`config.mk`:
```
export PLATFORM = sky130hd
export DESIGN_NAME = mpc_top
export DESIGN_NICKNAME = d
export VERILOG_FILES = /design/src/rtl/mpc_pkg.sv /design/src/rtl/mpc_keyreg.sv /design/src/rtl/mpc_pwrup_cnt.sv /design/src/rtl/mpc_cen_gate.sv /design/src/rtl/mpc_top.sv
export SDC_FILE = /design/constraint.sdc
export NUM_CORES = 1
export LEC_CHECK = 0
export BUFFER_PORTS_ARGS = -buffer_cell sky130_fd_sc_hd__buf_4
export CELL_PAD_IN_SITES_DETAIL_PLACEMENT = 1
export CELL_PAD_IN_SITES_GLOBAL_PLACEMENT = 2
export CORE_ASPECT_RATIO = 1.1
export CORE_UTILIZATION = 19
export CTS_CLUSTER_SIZE = 8
export DETAILED_ROUTE_END_ITERATION = 6
export PLACE_DENSITY_LB_ADDON = 0.1
export RECOVER_POWER = 50
export SLEW_MARGIN = 20
export SYNTH_ARGS = -nofsm -noshare
export SYNTH_HDL_FRONTEND = slang
export SYNTH_SLANG_ARGS = --single-unit
```
`constraint.sdc`:
```
create_clock -name clk -period 2.6 [get_ports clk]
set_clock_uncertainty 0.2 [all_clocks]
set_input_delay 0.13 -clock clk [delete_from_list [all_inputs] [get_ports clk]]
set_output_delay 0.13 -clock clk [all_outputs]
set_load 0.005 [all_outputs]
```
`src/rtl/mpc_pkg.sv`:
```
// Shared constants and types for the cache SRAM power controller.
// Assumes the 32-bit register layout: key/tag in [31:16], mode in [1:0].
package mpc_pkg;
    typedef enum logic [1:0] {
        PM_OFF  = 2'd0,
        PM_RSVD = 2'd1,
        PM_RET  = 2'd2,
        PM_ON   = 2'd3
    } pmode_t;

    localparam logic [15:0] WR_KEY = 16'h05FA;
    localparam logic [15:0] RD_TAG = 16'hFA05;
    localparam int          PAD_W  = 14;
endpackage

```
`src/rtl/mpc_keyreg.sv`:
```
// Guarded mode register: stores the 2-bit power mode on writes that carry
// the guard key and builds the fixed readback word.
// Assumes wr_en is a single-cycle strobe in the clk domain.
module mpc_keyreg
    import mpc_pkg::*;
(
    input  logic        clk,
    input  logic        rst_n,
    input  logic        wr_en,
    input  logic [31:0] wr_data,
    output pmode_t      mode,
    output logic [31:0] rd_data
);
    logic key_ok;

    // Decode whether the write carries the guard key.
    always_comb key_ok = (wr_data[31:16] == WR_KEY);

    // Mode storage; a write without the key is discarded.
    always_ff @(posedge clk) begin
        if (!rst_n)
            mode <= PM_ON;
        else if (wr_en && key_ok)
            mode <= pmode_t'(wr_data[1:0]);
    end

    // Readback: fixed tag, zero padding, stored mode.
    always_comb rd_data = {RD_TAG, {PAD_W{1'b0}}, mode};

    AST_KEY_GUARD: assert property (@(posedge clk) disable iff (!rst_n)
        (wr_en && (wr_data[31:16] != WR_KEY)) |=> $stable(mode));
endmodule

```
`src/rtl/mpc_pwrup_cnt.sv`:
```
// Power-up sequencer: counts slow-clock tick pulses while the SRAM is in
// the enabled mode and flags ready once the programmed delay is reached.
// Assumes slow_tick is a one-cycle pulse synchronous to clk.
module mpc_pwrup_cnt #(
    parameter int DLY_W = 8
) (
    input  logic             clk,
    input  logic             rst_n,
    input  logic             mode_on,
    input  logic             slow_tick,
    input  logic [DLY_W-1:0] dly,
    output logic             ready
);
    logic [DLY_W-1:0] cnt;
    logic             done;

    // Delay reached when the count has caught up with the programmed value.
    always_comb done = (cnt >= dly);

    // Tick counter; held at zero outside the enabled mode, saturates at dly.
    always_ff @(posedge clk) begin
        if (!rst_n)
            cnt <= '0;
        else if (!mode_on)
            cnt <= '0;
        else if (slow_tick && !done)
            cnt <= cnt + 1'b1;
    end

    // Ready requires both the enabled mode and the elapsed delay.
    always_comb ready = mode_on && done;

    AST_CNT_STEP: assert property (@(posedge clk) disable iff (!rst_n)
        (mode_on && $past(mode_on)) |->
            ((cnt == $past(cnt)) || (cnt == DLY_W'($past(cnt) + 1'b1))));
endmodule

```
`src/rtl/mpc_cen_gate.sv`:
```
// Cache-enable gate: accepts an enable request only while the SRAM is
// ready, flags premature requests, and lets a clear request win.
// Assumes cen_set / cen_clr are single-cycle pulses in the clk domain.
module mpc_cen_gate (
    input  logic clk,
    input  logic rst_n,
    input  logic ready,
    input  logic cen_set,
    input  logic cen_clr,
    output logic cache_en,
    output logic seq_err
);
    // Cache enable flop: clear has priority, set only when ready.
    always_ff @(posedge clk) begin
        if (!rst_n)
            cache_en <= 1'b0;
        else if (cen_clr)
            cache_en <= 1'b0;
        else if (cen_set && ready)
            cache_en <= 1'b1;
    end

    // Sticky error on any enable request made before ready.
    always_ff @(posedge clk) begin
        if (!rst_n)
            seq_err <= 1'b0;
        else if (cen_set && !ready)
            seq_err <= 1'b1;
    end

    AST_CEN_NEEDS_READY: assert property (@(posedge clk) disable iff (!rst_n)
        $rose(cache_en) |-> $past(ready));
    AST_ERR_STICKY: assert property (@(posedge clk) disable iff (!rst_n)
        seq_err |=> seq_err);
    AST_CLR_WINS: assert property (@(posedge clk) disable iff (!rst_n)
        cen_clr |=> !cache_en);
endmodule

```
`src/rtl/mpc_top.sv`:
```
// Cache SRAM power controller top: guarded mode register, power-up
// sequencer and cache-enable gate. The reserved mode code is reported
// as off on the power-state output.
// Assumes all inputs are synchronous to clk.
module mpc_top
    import mpc_pkg::*;
#(
    parameter int DLY_W = 8
) (
    input  logic             clk,
    input  logic             rst_n,
    input  logic             wr_en,
    input  logic [31:0]      wr_data,
    output logic [31:0]      rd_data,
    input  logic             slow_tick,
    input  logic [DLY_W-1:0] pwrup_dly,
    input  logic             cen_set,
    input  logic             cen_clr,
    output logic [1:0]       pwr_state,
    output logic             sram_ready,
    output logic             cache_en,
    output logic             seq_err
);
    pmode_t mode;
    logic   mode_on;

    mpc_keyreg u_keyreg (
        .clk     (clk),
        .rst_n   (rst_n),
        .wr_en   (wr_en),
        .wr_data (wr_data),
        .mode    (mode),
        .rd_data (rd_data)
    );

    // Enabled-mode decode feeding the sequencer.
    always_comb mode_on = (mode == PM_ON);

    // Effective power state: reserved code collapses to off.
    always_comb pwr_state = (mode == PM_RSVD) ? PM_OFF : mode;

    mpc_pwrup_cnt #(.DLY_W(DLY_W)) u_pwrup (
        .clk       (clk),
        .rst_n     (rst_n),
        .mode_on   (mode_on),
        .slow_tick (slow_tick),
        .dly       (pwrup_dly),
        .ready     (sram_ready)
    );

    mpc_cen_gate u_cen (
        .clk      (clk),
        .rst_n    (rst_n),
        .ready    (sram_ready),
        .cen_set  (cen_set),
        .cen_clr  (cen_clr),
        .cache_en (cache_en),
        .seq_err  (seq_err)
    );

    AST_NO_RSVD_OUT: assert property (@(posedge clk) disable iff (!rst_n)
        pwr_state != 2'd1);
    AST_READY_ONLY_ON: assert property (@(posedge clk) disable iff (!rst_n)
        sram_ready |-> (pwr_state == 2'd3));
    AST_LEAVE_DROPS_READY: assert property (@(posedge clk) disable iff (!rst_n)
        (wr_en && (wr_data[31:16] == WR_KEY) && (wr_data[1:0] != 2'd3))
            |=> !sram_ready);
endmodule

```
# Word level (Yosys, flattened, before mapping)
# Index checks and enable logic that the tools add are counted.
# totals
regBits,12
output_inout_bits,37
ram_bits,0
memories,0
latch_bits,0
word_cells,20
romBits,0
# classes
shift,0
n_mul,0
n_lt_le_gt_ge,1
n_reduce_logical,9
n_mux,1
div,0
bitwise_logic,1
eq_ne,3
add_sub_neg,1
# ops
operator,count
$eq 16x11->1 const B,1
$add 8x1->8 const B,1
$ge 8x8->1,1
$logic_and 1x1->1,5
$eq 2x1->1 const B,1
$eq 2x2->1 const B,1
$logic_not 1->1,2
$mux 2,1
$reduce_and 2->1,1
$reduce_or 2->1,1
$not 1->1,1

# Logic depth before layout (Yosys ltp)
# logic_depth
ltp_word,4
ltp_mapped,7
ltp_nobuf,7

# Modules after synthesis
# A second synthesis with hierarchy kept.
# unflattened
cells_unflattened,124
hier_area_um2,1067.3
# by_module_without_submodules
mod,area_per_inst_um2,seq_area_each_um2,cells_per_inst,instances
mpc_pwrup_cnt,590.6,160.2,67,1
mpc_keyreg,387.9,40.0,48,1
mpc_cen_gate,71.3,40.0,6,1
mpc_top,17.5,0.0,3,1

# Least setup slack after synthesis
# Ideal clock, no wire load.
# synth_timing
path_kind,register to register
from,register u_pwrup.cnt[2]
to,register u_pwrup.cnt[3]
t_arrival_ps,1627
stages_incl_launch_ff,7
slack_ps,704
t_required_ps,2330
path_cell_list,dfxtp_1 ha_1 a211oi_2 o21ai_2 a21o_1 or3_1 a21oi_1
# synth_between
elab_chain_len,3
word_cells_on_any_way,4
# synth_lines
element,line,text
start: declaration,mpc_pwrup_cnt.sv:14,logic [DLY_W-1:0] cnt;
start signal: assignment,mpc_pwrup_cnt.sv:27,cnt <= cnt + 1'b1;
$ge 8x8->1,mpc_pwrup_cnt.sv:18,always_comb done = (cnt >= dly);
$logic_not 1->1,mpc_pwrup_cnt.sv:26,else if (slow_tick && !done)
$logic_and 1x1->1,mpc_pwrup_cnt.sv:26,
# Parallel ways exist; a longest one is shown, timed or not.
# A chain may end at the register's enable or synchronous reset.

# Worst setup path in the final report
# layout_timing
from,register u_pwrup.cnt[2]
to,register u_cen.seq_err
# layout_between
elab_chain_len,4
# layout_lines
element,line,text
$ge 8x8->1,mpc_pwrup_cnt.sv:18,
$logic_and 1x1->1,mpc_pwrup_cnt.sv:31,always_comb ready = mode_on && done;
$logic_not 1->1,mpc_cen_gate.sv:27,else if (cen_set && !ready)
$logic_and 1x1->1,mpc_cen_gate.sv:27,
end signal: assignment,mpc_cen_gate.sv:26,seq_err <= 1'b0;
end signal: assignment,mpc_cen_gate.sv:28,seq_err <= 1'b1;
end: declaration,mpc_cen_gate.sv:11,output logic seq_err
# Every way passes these cells.

==> flow_summary.toml <==
[run_status]
status = "completed"

[layout]
finalNetCount = 230
n_fill_cell = 657
syn_to_final_growth_pct = 36.03
post-route-util_pct = 27.41
antenna_cells = 0
layout-drive-gt1-share_pct = 26.44

[sta]
period_minus_slack_ns = 2.488
max_freq_ghz = 0.4019
hold_viol = 0
period_share_pct = 95.69
slew_violations = 0
finalSetupTns_ns = 0
rsz0062_at_grt = "no"
hold-worst-slack_ns = 0.008205
setup_violations = 0

[synth]
ys_types = 32
ys.flop_type = "dfxtp_1"
yosysSeqAreaShare_pct = 23.22
synth.area.top_cells = "dfxtp_1 (23%), buf_4 (22%), ha_1 (11%)"
synth-edff-count = 0
synth_common_cells = "buf_4 (30), nand2_1 (13), dfxtp_1 (12)"
synth_adder_area_share_pct = 10.88
synth_simple_gate_area_share_pct = 20.44
yosys_warnings = 0
synthXorXnorAreaFrac_pct = 0.8464
async_reset_ff_share_pct = 0
synthCells = 128
yosysTopAreaCell = "dfxtp_1"
yosysMostFrequentCell = "buf_4"
synth_top_family_by_area = "buffers and inverters"
syn-cell-area_um2 = 1035
ys_ff_latch = 12
synth_top_area_share_pct = 23.22
avgSynthCellArea_um2 = 8.084
synthMuxAreaShare_pct = 4.837
synth_compound_area_share_pct = 12.94

[placement]
gp_congestion = 0.6430
port-buffer-count = 38
dp_hpwl_um = 2076

[grt]
grt_pass1_wl_um = 3822
grt_pass1_vias = 906
grt_usage_pct = 8.355
grt_max_degree = 9
grt-ovfl-total = 0
antenna_found_initial = 0

[clock_tree]
cts_tree = "yes"
clockRootBuffer = "clkbuf_8"
ctsLongestPathBuffers = 2
clock_latency_ns = 0.24
cts_sinks = 12
cts_inserted_buffers = 3
htreeDepth = 1
clk_pin_slew_worst_paths_ns = 0.05
cts_resized = 0

[drt]
dr.pass1.iters = 3
vias_per_cell = 3.728
drt-total-wl_um = 2374
avgRoutedWirePerCell_um = 9.650
dr.first_iter.drc_count = 8
ant_nets = 0
route.detailed.drc = 0
num_vias = 917

[floorplanning]
die_h_um = 79.40
num_io_pins = 83
die-area_um2 = 5745
rows = 27
core_um2 = 5135
die_w_um = 72.36
initial_core_util_pct = 20.15

[setup_path]
critPathLaunchType = "flip-flop"
end_kind = "flip-flop"
reg2reg_slack_ns = 0.11
arrival_ns = 2.47
crit_required_ns = 2.58
r2r-end = "u_cen.seq_err"
crit_type = "flip-flop to flip-flop"
reg2reg_depth = 7
crit_fanout = 7
reg2reg_from = "u_pwrup.cnt[2]"

[power]
p_leak_nw = 0.7154
ir_drop_mv = 0.1260
power_density_nw_per_um2 = 346.2

[worst_hold_path]
hold_start = "rst_n"
hold_class = "primary input to flip-flop"
holdPathStages = 2
holdPathEnd = "u_cen.cache_en"

[flow_run]
drv_cap = 0
worst max-delay path, cell delays in order (launching register included):
cell           delay, ns
dfxtp_1             0.46
ha_1                0.31
a211oi_2            0.25
o21ai_2             0.12
o2bb2ai_1           0.16
o21a_1              0.21
o21ai_0             0.16
dlygate4sd3_1       0.56
flip-flops by register name, summed over array words and instances (netlist names):
signal	cells
u_cen.cache_en	1
u_pwrup.cnt	8
u_keyreg.mode	2
u_cen.seq_err	1
area by class of cell:
type                       count  area, um2  share of cell area, %
multi-input combinational    102      629.4                  44.71
timing repair buffer          45      351.6                  24.98
sequential                    12      240.2                  17.07
tap                           72      90.09                  6.400
clock buffer                   4      55.05                  3.911
inverter                      11      41.29                  2.933
power by group:
part	internal, W	total (W)	leakage, nW	switching, W
Clock	0.000134	0.000202	0.0288	0.0000688
Combinational	0.0000517	0.0000926	0.589	0.0000409
Sequential	0.000188	0.000192	0.0975	0.00000415
Total	0.000373	0.000487	0.715	0.000114
metal layers:
metal	vias up	wire [um]	GRT usage (%)
li1	466	-	-
met1	415	1023	9.458
met2	34	1195	15.51
met3	2	123	1.389
met4	0	31	2.941
met5	-	0	0
logic make-up (layout without fill, tap and decap cells):
logic type / Yosys count / in the layout
other: 2 / 30
multiplexers: 5 / 5
flip-flops: 12 / 12
adder cells (fa/ha/maj): 9 / 9
AO/OA/AOI/OAI: 18 / 18
XOR/XNOR: 1 / 1
AND/OR/NAND/NOR: 39 / 39
buffers and inverters: 42 / 60
layout by cell type, fill, tap and decap left out, types with 5 or more instances in the layout:
master / netlist / layout
conb_1: 2 / 30
ha_1: 9 / 9
nand4_1: 5 / 5
dfxtp_1: 12 / 12
dlygate4sd3_1: 0 / 7
a21oi_1: 5 / 5
clkbuf_4: 0 / 5
nand2_1: 13 / 13
inv_1: 11 / 11
buf_4: 30 / 32
mux2i_1: 5 / 5
stage by stage:
step | setup WS (ns) | instances | area, um2 | total power, W
global placement | 0.4793 | 235 | 1286 | 0.0002801
floorplan | 0.7035 | 156 | 1140 | 0.0002680
global route | 0.009458 | 246 | 1408 | 0.0005165
finish | 0.1120 | 246 | 1408 | 0.0004873
detailed placement | 0.4549 | 235 | 1286 | 0.0002825
CTS | 0.1121 | 246 | 1411 | 0.0004984
worst max-delay path by stage:
stage / from / endpoint / cells after the start
4_1_cts: u_pwrup.cnt[2] / u_cen.seq_err / 7
6_report: u_pwrup.cnt[2] / u_cen.seq_err / 7
5_1_grt: u_pwrup.cnt[2] / u_cen.seq_err / 7
3_3_place_gp: u_pwrup.cnt[2] / u_pwrup.cnt[7] / 6
2_1_floorplan: u_pwrup.cnt[2] / u_pwrup.cnt[3] / 6
3_5_place_dp: u_pwrup.cnt[2] / u_pwrup.cnt[7] / 6
what timing repair did:
action / in CTS / in global routing
hold endpoints to repair: 3 / 0
setup buffers: 0 / 0
hold buffers: 7 / 0
(Power assumes the default switching activity.)
